[src/rtl/mii_tx_nibbler.sv]
module mii_tx_nibbler #(
  parameter int PRE_NIBBLES = 15,
  parameter int GAP_NIBBLES = 24
) (
  input  logic       clk,
  input  logic       rst_n,
  input  logic [7:0] in_data,
  input  logic       in_valid,
  input  logic       in_last,
  output logic       in_ready,
  output logic       txen,
  output logic [3:0] txd
);
  localparam int CMAX = (PRE_NIBBLES > GAP_NIBBLES) ? PRE_NIBBLES : GAP_NIBBLES;
  localparam int CW = $clog2(CMAX + 1);
  localparam logic [CW-1:0] PRE_END = CW'(PRE_NIBBLES - 1);
  localparam logic [CW-1:0] GAP_END = CW'(GAP_NIBBLES - 1);
  localparam logic [CW-1:0] GAP_SAT = CW'(GAP_NIBBLES);

  typedef enum logic [2:0] {S_IDLE, S_PRE, S_SFD, S_LO, S_HI, S_GAP} st_t;

  st_t           st;
  logic [CW-1:0] cnt;
  logic [7:0]    byte_q;
  logic          last_q;

  assign in_ready = (st == S_SFD) || (st == S_HI && !last_q);
  assign txen     = (st == S_PRE) || (st == S_SFD) || (st == S_LO) || (st == S_HI);

  always_comb begin
    case (st)
      S_PRE:   txd = 4'h5;
      S_SFD:   txd = 4'hD;
      S_LO:    txd = byte_q[3:0];
      S_HI:    txd = byte_q[7:4];
      default: txd = 4'h0;
    endcase
  end

  always_ff @(posedge clk) begin
    if (!rst_n) begin
      st     <= S_IDLE;
      cnt    <= '0;
      byte_q <= '0;
      last_q <= 1'b0;
    end else begin
      case (st)
        S_IDLE: if (in_valid) begin
          st  <= S_PRE;
          cnt <= '0;
        end
        S_PRE: begin
          if (cnt == PRE_END) st <= S_SFD;
          else cnt <= cnt + 1'b1;
        end
        S_SFD: begin
          byte_q <= in_data;
          last_q <= in_last;
          st     <= S_LO;
        end
        S_LO: st <= S_HI;
        S_HI: begin
          if (last_q) begin
            st  <= S_GAP;
            cnt <= '0;
          end else begin
            byte_q <= in_data;
            last_q <= in_last;
            st     <= S_LO;
          end
        end
        S_GAP: begin
          if (cnt == GAP_END) begin
            st  <= in_valid ? S_PRE : S_IDLE;
            cnt <= '0;
          end else begin
            cnt <= cnt + 1'b1;
          end
        end
        default: st <= S_IDLE;
      endcase
    end
  end

  logic [CW-1:0] low_run;
  logic          sent_one;
  always_ff @(posedge clk) begin
    if (!rst_n) begin
      low_run  <= '0;
      sent_one <= 1'b0;
    end else begin
      sent_one <= sent_one | txen;
      if (txen) low_run <= '0;
      else if (low_run != GAP_SAT) low_run <= low_run + 1'b1;
    end
  end

  AST_IDLE_QUIET: assert property (@(posedge clk) disable iff (!rst_n)
    !txen |-> (txd == 4'h0 && !in_ready));
  AST_START_PREAMBLE: assert property (@(posedge clk) disable iff (!rst_n)
    $rose(txen) |-> txd == 4'h5);
  AST_READY_SPACED: assert property (@(posedge clk) disable iff (!rst_n)
    in_ready |=> !in_ready);
  AST_FALL_AFTER_HIGH: assert property (@(posedge clk) disable iff (!rst_n)
    $fell(txen) |-> $past(st == S_HI && last_q));
  AST_GAP_HELD: assert property (@(posedge clk) disable iff (!rst_n)
    ($rose(txen) && sent_one) |-> low_run == GAP_SAT);
endmodule

[config.mk]
export PLATFORM = sky130hd
export DESIGN_NAME = mii_tx_nibbler
export DESIGN_NICKNAME = d
export VERILOG_FILES = /design/src/rtl/mii_tx_nibbler.sv
export SDC_FILE = /design/constraint.sdc
export NUM_CORES = 1
export LEC_CHECK = 0
export ABC_AREA = 0
export BUFFER_PORTS_ARGS = -buffer_cell sky130_fd_sc_hd__buf_4
export CAP_MARGIN = 10
export CORE_MARGIN = 4
export CORE_UTILIZATION = 58
export DETAILED_ROUTE_END_ITERATION = 12
export PLACE_DENSITY = 0.82
export SLEW_MARGIN = 5
export SYNTH_ARGS = -nofsm -noshare
export SYNTH_HDL_FRONTEND = slang
export SYNTH_SLANG_ARGS = --single-unit
export TNS_END_PERCENT = 30
[constraint.sdc]
create_clock -name clk -period 2.6 [get_ports clk]
set_input_delay 0.52 -clock clk [delete_from_list [all_inputs] [get_ports clk]]
set_output_delay 0.52 -clock clk [all_outputs]
set_load 0.02 [all_outputs]
==> results of run 1 <==
kinds of logic after synthesis:
kind of cell | share of synthesized area, %
xor gates and xnor gates | 0.868
and+or+nand+nor | 23.0
muxes | 8.92
adders and majority gates | 2.48
AOI/OAI and AO/OA | 22.4
buffers and inverters | 8.55
DFF | 33.7
placed cells by master, fill, tap and decap left out, types with 2 or more instances in the layout:
cell type   n
a21oi_1     6
dfxtp_1    17
and3_1      2
clkbuf_4    3
nand2_1     9
nor3b_1     2
o21ai_0     5
inv_1       5
nor2_1     12
mux2i_1     9
buf_4      20
ha_1        2
nor2b_1     2
o22ai_1     2
nand2b_1    4
nand3_1     2
worst max-delay path by stage:
stage,cells after the start,startpoint,to
2_1_floorplan,4,st[0]$_SDFFE_PN0P_,txd[0]
3_3_place_gp,4,st[2]$_SDFFE_PN0P_,txd[2]
3_5_place_dp,4,st[2]$_SDFFE_PN0P_,txd[0]
4_1_cts,4,st[2]$_SDFFE_PN0P_,txd[2]
5_1_grt,4,st[2]$_SDFFE_PN0P_,txd[2]
6_report,4,st[2]$_SDFFE_PN0P_,txd[2]
layout make-up:
type / count / area [um^2] / share of cell area [%]
repair buffers: 20 / 150 / 13.1
inverters: 6 / 22.5 / 1.97
multi-input cells: 83 / 583 / 51.0
well taps: 16 / 20.0 / 1.75
clock buffers: 4 / 26.3 / 2.30
flip-flops and latches: 17 / 340 / 29.8
power groups by stage:
stage	logic, mW	clock network [mW]	registers, mW
finish	0.409	0.140	0.363
detailed placement	0.408	0	0.368
floorplan	0.339	0	0.330
global placement	0.401	0	0.366
CTS	0.409	0.147	0.362
global route	0.442	0.157	0.372
per-stage QoR:
stage	util (%)	hold WS, ns	power, mW	cells	worst slack (ns)
floorplan	-	0.451	0.669	115	0.917
global placement	70.8	0.470	0.767	142	0.721
detailed placement	70.8	0.480	0.776	142	0.687
CTS	72.5	0.462	0.917	146	0.343
global route	72.5	0.461	0.971	146	0.200
finish	72.5	0.462	0.912	146	0.340
worst register-to-register path, cell delays in order (launching register included):
cell and delay, ns:
dfxtp_1 0.65, nor2b_2 0.33, o21a_1 0.19, buf_4 0.20
mux2i_1 0.22, nor2_1 0.06
flip-flops by register name, summed over array words and instances, names as in the netlist:
name    count
cnt         5
byte_q      8
last_q      1
st          3
metal layers:
layer,up-vias,wire length [um],GRT usage [%]
li1,445,-,-
met1,422,867,20.9
met2,34,1050,29.7
met3,2,169,7.23
met4,0,12,5.07
met5,-,0,0
==> qor.txt, run 1 <==
Die W -> 49.7 um
Fin. Hold Viols -> 0
Setup crit end kind -> output port
Cells on worst reg2reg path -> 5
Min-Delay Endpoint -> byte_q[3]$_SDFFE_PN0P_
Overflow left after global routing -> 0
Placer Congestion -> 0.833
Worst R2R Start -> st[1]$_SDFFE_PN0P_
Die area -> 0.00247 mm^2
Floorplan row count -> 14
Slew Viols, Final -> 0
Most used DFF post-synth -> dfxtp_1
Crit path DAT -> 1.74 ns
Worst setup path class -> flip-flop to output port
Switching Share -> 39.7%
Largest cells by area after synthesis -> dfxtp_1 34%, mux2i_1 8.9%, nor2_1 4.5%
# diodes -> 0
Clk pin slew, worst setup/hold paths -> 0.10 ns
Top-area cell type share of the netlist area -> 33.7%
PwrDens -> 799 mW/mm^2
Power share of the clock group -> 15.4%
WL per Instance -> 14.4 um
R2r endpoint -> byte_q[0]$_SDFFE_PN0P_
Count leader, synth -> dfxtp_1
Net Sw Power -> 363 uW
Clock Skew -> 0.00735 ns
Initial Utilization -> 64.0%
CTS H-tree depth -> 1
Drt total wl -> 2100 um
Endpoints failing setup -> 0
# IOs -> 18
Vias in the first global route -> 790
Post-Synthesis Cell Area -> 0.00101 mm^2
Maximum vdd drop -> 0.500 mV
DRC viols -> 0
Initial antenna violation count -> 0
IO Port Bufs -> 17
Total setup buffers inserted after CTS -> 0
Crit path time final -> 2.26 ns
TritonCTS clock tree -> yes
Comb power frac -> 44.9%
Flop pwr share -> 39.8%
Leading area contributor after synthesis -> dfxtp_1
Rel. slew slack -> 59.8%
Vias per inst -> 6.18
EDFF count, synth -> 0
Largest net degree at the start of global routing -> 19
WP buf/inv -> 1
Synthesis Warnings -> 0
Critical-path top delay cell -> dfxtp_1
Final ANT Viol Nets -> 0
Clock root buffer master -> clkbuf_4
Internal power -> 550 uW
Total Routing Usage GR -> 17.9%
CTS max path bufs -> 2
Synth Register Bits -> 17
F_max -> 0.442 GHz
WP data required -> 2.08 ns
Period Utilization, post-route -> 86.9%
Register area share after synthesis -> 33.7%
Synth cell count leaders -> 17 x dfxtp_1, 12 x nor2_1, 9 x mux2i_1, 9 x nand2_1, 6 x a21oi_1
Worst slew pin tran -> 0.602 ns
Crit path max fanout -> 18
Mapped Nets -> 129
Post-Syn Instances -> 115
First-pass iteration count of the detailed router -> 4
Layout cells sized above 1 -> 25.4%
Design area -> 0.00114 mm^2
Core Area -> 0.00158 mm^2
Critical path, cell by cell -> nor3b_4 -> nand2_1 -> o21ai_0 -> buf_4
First-pass GRT wire length -> 3420 um
Layout area overhead -> 13.1%
CP max stage delay -> 0.72 ns
Reg2Reg Setup Slack -> 0.83 ns
Dpl hpwl -> 1550 um
Static leakage -> 0.453 nW
Status -> finished, final reports clean
Setup TNS -> 0 ns
Die H -> 49.7 um
Via count -> 903
Max-cap violation count -> 0
Post-CTS Resized -> 0
Fillers -> 116
CTS Buf Count -> 3
Fraction of registers with async set/reset -> 0%
Post-synth cell types -> 45
Min-delay worst type -> input port to flip-flop
CP delay by family, top -> flip-flops
First DRT Iteration DRCs -> 22
NumNets Final -> 145
Placed cell areas -> 0.00112 mm^2
Hold-critical path depth -> 3
Worst-skew pair later-pin latency -> 0.29 ns
Min-delay src -> in_data[3]
CP Launch Type -> flip-flop
CTS sink cnt -> 17
Count of hold-fix buffers inserted at cts -> 0
Mean post-synth cell area -> 8.78 um^2
Unrepaired setup endpoints after global routing -> false
Power figures use the tool's default switching activity.
==> run 2, diff against run 1 <==
--- a/config.mk
+++ b/config.mk
@@ -9,9 +9,9 @@
 export BUFFER_PORTS_ARGS = -buffer_cell sky130_fd_sc_hd__buf_4
 export CAP_MARGIN = 10
 export CORE_MARGIN = 4
-export CORE_UTILIZATION = 58
+export CORE_UTILIZATION = 54
 export DETAILED_ROUTE_END_ITERATION = 12
-export PLACE_DENSITY = 0.82
+export PLACE_DENSITY = 0.78
 export SLEW_MARGIN = 5
 export SYNTH_ARGS = -nofsm -noshare
 export SYNTH_HDL_FRONTEND = slang
==> constraint.sdc (replaced) <==
create_clock -name clk -period 2.18 [get_ports clk]
set_input_delay 0.436 -clock clk [delete_from_list [all_inputs] [get_ports clk]]
set_output_delay 0.436 -clock clk [all_outputs]
set_load 0.02 [all_outputs]
==> run 2 against run 1 <==
Against the previous run:
- power rose by 19%
- clock skew shrank 0.0041 ns
- first-iteration DRC count rose by 4.5%
- via count fell by 3.1%
- clock power up 21%
- cell count up 6.2%
- critical path depth stayed put
- sequential share of layout area down 0.32 points
- worst setup slack worse by 0.23 ns
- routed wire length is 0.57% higher
- sequential power rose by 19%
- register-to-register slack got worse by 0.36 ns
- largest cell class unchanged
- highest routed layer unchanged
==> qor.txt, run 2 (synthesis results as in run 1) <==
Status -> finished, final reports clean
NumNets Final -> 145 (unchanged)
Die W -> 51.2 um (+3.0%)
CTS sink cnt -> 17 (unchanged)
Clk pin slew, worst setup/hold paths -> 0.11 ns (about the same)
Uppermost routed layer -> met4
Largest regs -> byte_q: 8 flops, cnt: 5 flops, st: 3 flops
Floorplan row count -> 15 (+1)
Endpoints failing setup -> 0 (unchanged)
Static leakage -> 0.456 nW (+0.66%)
Die area -> 0.00263 mm^2 (+6.2%)
WP data required -> 1.74 ns (-0.34 ns)
Total setup buffers inserted after CTS -> 0 (unchanged)
Number of flip-flops in the largest register -> 8 (unchanged)
Period Utilization, post-route -> 95.0%
# diodes -> 0 (unchanged)
CP delay by family, top -> flip-flops
CTS max path bufs -> 2 (unchanged)
CTS Buf Count -> 3 (unchanged)
Unrepaired setup endpoints after global routing -> false
Layout cells sized above 1 -> 26.2% (+0.77 points)
Initial antenna violation count -> 0 (unchanged)
Reg with most FFs -> byte_q
Fillers -> 153 (+32%)
First-pass GRT wire length -> 3530 um (+3.2%)
Post-CTS Resized -> 0 (unchanged)
Drt total wl -> 2110 um (+0.57%)
Dpl hpwl -> 1610 um (+3.8%)
Critical-path top delay cell -> dfxtp_1
Min-delay worst type -> input port to flip-flop
Rel. slew slack -> 66.3% (+6.5 points)
Total Routing Usage GR -> 17.2% (-0.63 points)
Hold_ws -> 0.380 ns (-0.0817 ns)
Core Area -> 0.00175 mm^2 (+11%)
Crit path DAT -> 1.64 ns (-0.10 ns)
Critical path, cell by cell -> nor2b_1 -> a21oi_1 -> o21ai_0 -> buf_4
CP max stage delay -> 0.65 ns (-0.07 ns)
Setup crit end kind -> output port
Placer Congestion -> 0.832 (-0.18%)
Post-Route M1 WL -> 942 um (+8.7%)
Clock root buffer master -> clkbuf_4
WP buf/inv -> 1 (unchanged)
Worst-skew pair later-pin latency -> 0.29 ns (about the same)
DRC viols -> 0 (unchanged)
First-pass iteration count of the detailed router -> 4 (unchanged)
Crit path max fanout -> 13 (-5)
Placed cell areas -> 0.00113 mm^2 (+1.0%)
Met2 WL -> 1080 um (+3.0%)
Largest net degree at the start of global routing -> 15 (-4)
Layout area overhead -> 14.4%
First DRT Iteration DRCs -> 23 (+4.5%)
Most frequent cells in the layout -> 20 x buf_4, 17 x dfxtp_1, 12 x nor2_1
Initial Utilization -> 57.8% (-6.2 points)
CTS H-tree depth -> 1 (unchanged)
Clock Skew -> 0.00322 ns (-0.00413 ns)
PwrDens -> 939 mW/mm^2 (+18%)
Crit path time final -> 2.07 ns
Via count -> 875 (-3.1%)
Worst setup path class -> flip-flop to output port
Maximum vdd drop -> 0.585 mV (+17%)
Worst slew pin tran -> 0.505 ns (-0.0975 ns)
Overflow left after global routing -> 0 (unchanged)
Vias in the first global route -> 796 (+0.76%)
Slew Viols, Final -> 0 (unchanged)
Max-cap violation count -> 0 (unchanged)
IO Port Bufs -> 17 (unchanged)
CP Launch Type -> flip-flop
Count of hold-fix buffers inserted at cts -> 0 (unchanged)
Final ANT Viol Nets -> 0 (unchanged)
Design area -> 0.00115 mm^2 (+1.1%)
Setup TNS -> 0 ns (unchanged)
F_max -> 0.483 GHz
# IOs -> 18 (unchanged)
Met3 wire length -> 77 um (-54%)
Fin. Hold Viols -> 0 (unchanged)
Die H -> 51.2 um (+3.0%)
Vias per inst -> 5.65 (-8.7%)
TritonCTS clock tree -> yes
Commonest non-fill, non-tap cell in the layout -> buf_4
WL per Instance -> 13.6 um (-5.3%)
## run 2: metrics by stage
stage / setup slack (ns) / total power, mW / utilization (%) / instances
floorplan: 0.581 / 0.797 / - / 115
global placement: 0.477 / 0.904 / 64.6 / 151
detailed placement: 0.448 / 0.921 / 64.6 / 151
CTS: 0.115 / 1.09 / 66.2 / 155
global route: 0.0440 / 1.15 / 66.2 / 155
finish: 0.108 / 1.08 / 66.2 / 155
## run 2: per-layer routing
| layer | vias up | global-route usage, % |
|---|---|---|
| met1 | 411 | 21.9 |
| met2 | 16 | 30.5 |
| li1 | 446 | - |
| met5 | - | 0 |
| met4 | 0 | 2.62 |
| met3 | 2 | 3.50 |
## run 2: cell type report
class                   count  area, um^2  area share (%)
clock buffers               3        22.5            1.95
well taps                  25        31.3            2.71
multi-input cells          83         583            50.5
flip-flops and latches     17         340            29.5
inverters                   6        22.5            1.95
clock inverters             1        5.00           0.433
repair buffers             20         150            13.0
## run 2: worst paths after layout
check | startpoint | depth (start not counted) | endpoint | slack (ns)
hold reg to reg | byte_q[3]$_SDFFE_PN0P_ | 2 | byte_q[3]$_SDFFE_PN0P_ | 0.51
setup reg to reg | st[1]$_SDFFE_PN0P_ | 5 | byte_q[0]$_SDFFE_PN0P_ | 0.47
setup / recovery | st[0]$_SDFFE_PN0P_ | 4 | txd[2] | 0.11
hold / removal | in_data[6] | 3 | byte_q[6]$_SDFFE_PN0P_ | 0.38
## run 2: worst reg2reg max path: cells and delay by family (launching register included)
kind                   cells  cell delay (ns)
AND/OR/NAND/NOR            2             0.38
flip-flops                 1             0.65
buffers and inverters      1             0.19
multiplexers               1             0.21
AO/OA/AOI/OAI              1             0.17
## run 2: power by group
part | total, mW | switching [mW] | internal, mW
clock | 0.170 | 0.102 | 0.0681
combinational | 0.481 | 0.258 | 0.224
sequential | 0.433 | 0.0751 | 0.358
total | 1.08 | 0.435 | 0.650
==> run 3, diff against run 2 <==
--- a/config.mk
+++ b/config.mk
@@ -5,13 +5,15 @@
 export SDC_FILE = /design/constraint.sdc
 export NUM_CORES = 1
 export LEC_CHECK = 0
-export ABC_AREA = 0
+export ABC_AREA = 1
 export BUFFER_PORTS_ARGS = -buffer_cell sky130_fd_sc_hd__buf_4
 export CAP_MARGIN = 10
 export CORE_MARGIN = 4
-export CORE_UTILIZATION = 54
+export CORE_UTILIZATION = 56
+export CTS_BUF_LIST = sky130_fd_sc_hd__clkbuf_8
 export DETAILED_ROUTE_END_ITERATION = 12
-export PLACE_DENSITY = 0.78
+export PLACE_DENSITY = 0.8
+export RECOVER_POWER = 100
 export SLEW_MARGIN = 5
 export SYNTH_ARGS = -nofsm -noshare
 export SYNTH_HDL_FRONTEND = slang
==> run 3 against run 2 <==
Against the previous run:
- clock power is 41% higher
- register-to-register slack better by 0.32 ns
- via count is 9.9% higher
- clock skew is 0.0017 ns higher
- critical endpoint is now in_ready
- non-clock buffer count is 2 lower
- power is 12% higher
- routed wire length is 0.14% higher
- hold slack better by 0.055 ns
- worst setup slack better by 0.13 ns
- final area is 3.8% lower
- synthesized cell count is 26% higher
- sequential power is 4% lower
==> qor.txt, run 3 <==
Status -> finished, final reports clean
CP max stage delay -> 0.36 ns (-0.29 ns)
Most frequent cells in the layout -> 45 x nand2_1, 18 x nand3_1, 17 x dfxtp_1
Count leader, synth -> nand2_1
Comb power frac -> 46.2% (+1.8 points)
Post-Syn Instances -> 145 (+26%)
Clock Skew -> 0.00495 ns (+0.00172 ns)
Count of hold-fix buffers inserted at cts -> 0 (unchanged)
Die area -> 0.00242 mm^2 (-7.8%)
Reg with most FFs -> byte_q
Flop pwr share -> 34.2% (-5.8 points)
Worst-skew pair later-pin latency -> 0.25 ns (-0.04 ns)
Critical path, cell by cell -> nor2_2 -> nand3_2 -> nand2_2 -> clkbuf_2
Worst slew pin tran -> 0.427 ns (-0.0776 ns)
WP data required -> 1.74 ns (about the same)
Maximum vdd drop -> 0.746 mV (+28%)
Leading area contributor after synthesis -> dfxtp_1
First DRT Iteration DRCs -> 47 (+100%)
Overflow left after global routing -> 0 (unchanged)
CP Launch Type -> flip-flop
Crit path DAT -> 1.51 ns (-0.13 ns)
Total Routing Usage GR -> 18.7% (+1.4 points)
Post-synth cell types -> 23 (-49%)
CTS H-tree depth -> 1 (unchanged)
Placed Cells -> 176 (+17%)
Vias in the first global route -> 826 (+3.8%)
Register area share after synthesis -> 35.8% (+2.1 points)
Mean post-synth cell area -> 6.56 um^2 (-25%)
Synth cell count leaders -> 44 x nand2_1, 18 x nand3_1, 17 x dfxtp_1, 15 x a21oi_1, 14 x inv_1
First-pass GRT wire length -> 3670 um (+4.1%)
Top-area cell type share of the netlist area -> 35.8% (+2.1 points)
Via count -> 962 (+9.9%)
Period Utilization, post-route -> 89.2% (-5.9 points)
Crit path max fanout -> 11 (-2)
EDFF count, synth -> 0 (unchanged)
Setup TNS -> 0 ns (unchanged)
Largest cells by area after synthesis -> dfxtp_1 36%, nand2_1 17%, nand3_1 9.5%
Critical-path top delay cell -> dfxtp_1
TritonCTS clock tree -> yes
Worst setup path class -> flip-flop to output port
Die W -> 49.2 um (-4.0%)
Net Sw Power -> 538 uW (+24%)
DRC viols -> 0 (unchanged)
Core Area -> 0.00156 mm^2 (-11%)
Commonest non-fill, non-tap cell in the layout -> nand2_1
Initial Utilization -> 61.0% (+3.1 points)
Most used DFF post-synth -> dfxtp_1
Max-cap violation count -> 0 (unchanged)
Fin. Hold Viols -> 0 (unchanged)
Slew Viols, Final -> 0 (unchanged)
Post-CTS Resized -> 0 (unchanged)
Crit path time final -> 1.94 ns (-0.128 ns)
Unrepaired setup endpoints after global routing -> false
Total setup buffers inserted after CTS -> 0 (unchanged)
Rel. slew slack -> 71.5% (+5.2 points)
IO Port Bufs -> 17 (unchanged)
CTS Buf Count -> 3 (unchanged)
First-pass iteration count of the detailed router -> 4 (unchanged)
Static leakage -> 0.521 nW (+14%)
Synth Register Bits -> 17 (unchanged)
Endpoints failing setup -> 0 (unchanged)
Layout cells sized above 1 -> 18.3% (-7.9 points)
Clk pin slew, worst setup/hold paths -> 0.07 ns (-0.04 ns)
Vias per inst -> 5.34 (-5.3%)
Initial antenna violation count -> 0 (unchanged)
NumNets Final -> 179 (+23%)
Internal power -> 677 uW (+4.2%)
Number of flip-flops in the largest register -> 8 (unchanged)
Largest net degree at the start of global routing -> 15 (unchanged)
Setup crit end kind -> output port
Layout area overhead -> 16.8%
Clock root buffer master -> clkbuf_8
Hold_ws -> 0.435 ns (+0.0554 ns)
# diodes -> 0 (unchanged)
Post-Layout Cell Count -> 180 (+16%)
Post-Synthesis Cell Area -> 951 um^2 (-5.8%)
F_max -> 0.514 GHz (+6.6%)
Mapped Nets -> 159 (+23%)
Final ANT Viol Nets -> 0 (unchanged)
CTS max path bufs -> 2 (unchanged)
Synthesis Warnings -> 0 (unchanged)
Min-delay worst type -> input port to flip-flop
Power share of the clock group -> 19.7% (+4.0 points)
WL per Instance -> 11.8 um (-14%)
Largest regs -> byte_q: 8 flops, cnt: 5 flops, st: 3 flops
Die H -> 49.2 um (-4.0%)
Placer Congestion -> 0.839 (+0.91%)
# IOs -> 18 (unchanged)
Switching Share -> 44.2% (+4.2 points)
CTS sink cnt -> 17 (unchanged)
Floorplan row count -> 14 (-1)
PwrDens -> 1090 mW/mm^2 (+16%)
Dpl hpwl -> 1670 um (+4.2%)
Fraction of registers with async set/reset -> 0% (unchanged)
Drt total wl -> 2120 um (+0.14%)
run 3: power groups by stage:
stage | clock (mW) | combinational, mW | sequential [mW]
after floorplan | 0 | 0.418 | 0.410
after detailed placement | 0 | 0.591 | 0.421
after global placement | 0 | 0.579 | 0.418
final | 0.239 | 0.561 | 0.415
after global routing | 0.264 | 0.632 | 0.423
after CTS | 0.244 | 0.593 | 0.413
run 3: stage by stage:
step / util (%) / setup WS [ns] / total power [mW] / area [um^2]
after floorplan: - / 0.759 / 0.828 / 951
after global placement: 69.5 / 0.578 / 0.997 / 1080
after detailed placement: 69.5 / 0.531 / 1.01 / 1080
after CTS: 72.5 / 0.247 / 1.25 / 1130
after global routing: 71.3 / 0.0698 / 1.32 / 1110
final: 71.3 / 0.236 / 1.22 / 1110
run 3: worst paths after layout:
kind                               start                endpoint  slack, ns  depth (start not counted)
setup / recovery      st[1]$_SDFFE_PN0P_                in_ready       0.24                          4
hold / removal                   in_last     last_q$_SDFFE_PN0P_       0.44                          3
setup reg to reg     cnt[1]$_SDFFE_PN0P_     cnt[0]$_SDFFE_PN0P_       0.79                         10
hold reg to reg   byte_q[7]$_SDFFE_PN0P_  byte_q[7]$_SDFFE_PN0P_       0.49                          2
run 3: cells by family (layout without fill, tap and decap cells):
group / after synthesis / after routing / share of synthesized area [%]
compound gates: 20 / 20 / 11.6
fa+ha+maj: 2 / 2 / 2.63
buf+inv: 18 / 37 / 8.29
flops: 17 / 17 / 35.8
simple gates: 88 / 88 / 41.7
run 3: critical path, delay by kind of cell, from the launching register on:
kind / cells / cell delay, ns
and+or+nand+nor: 3 / 0.68
DFF: 1 / 0.36
buffers and inverters: 1 / 0.21
run 3: cell type report:
| class | instances | area [um^2] |
|---|---|---|
| Multi-Input combinational cell | 110 | 529 |
| Tap cell | 16 | 20.0 |
| Clock buffer | 3 | 41.3 |
| Inverter | 15 | 56.3 |
| Clock inverter | 1 | 5.00 |
| Fill cell | 152 | 448 |
| Timing Repair Buffer | 18 | 119 |
| Sequential cell | 17 | 340 |
run 3: metal layers:
layer  track usage (%)  share of wire, %  up-vias
li1                  -                 -      509
met1              27.0                47      418
met2              29.0                44       35
met3              4.28               8.9        0
met4              1.42                 0        0
met5                 0                 0        -
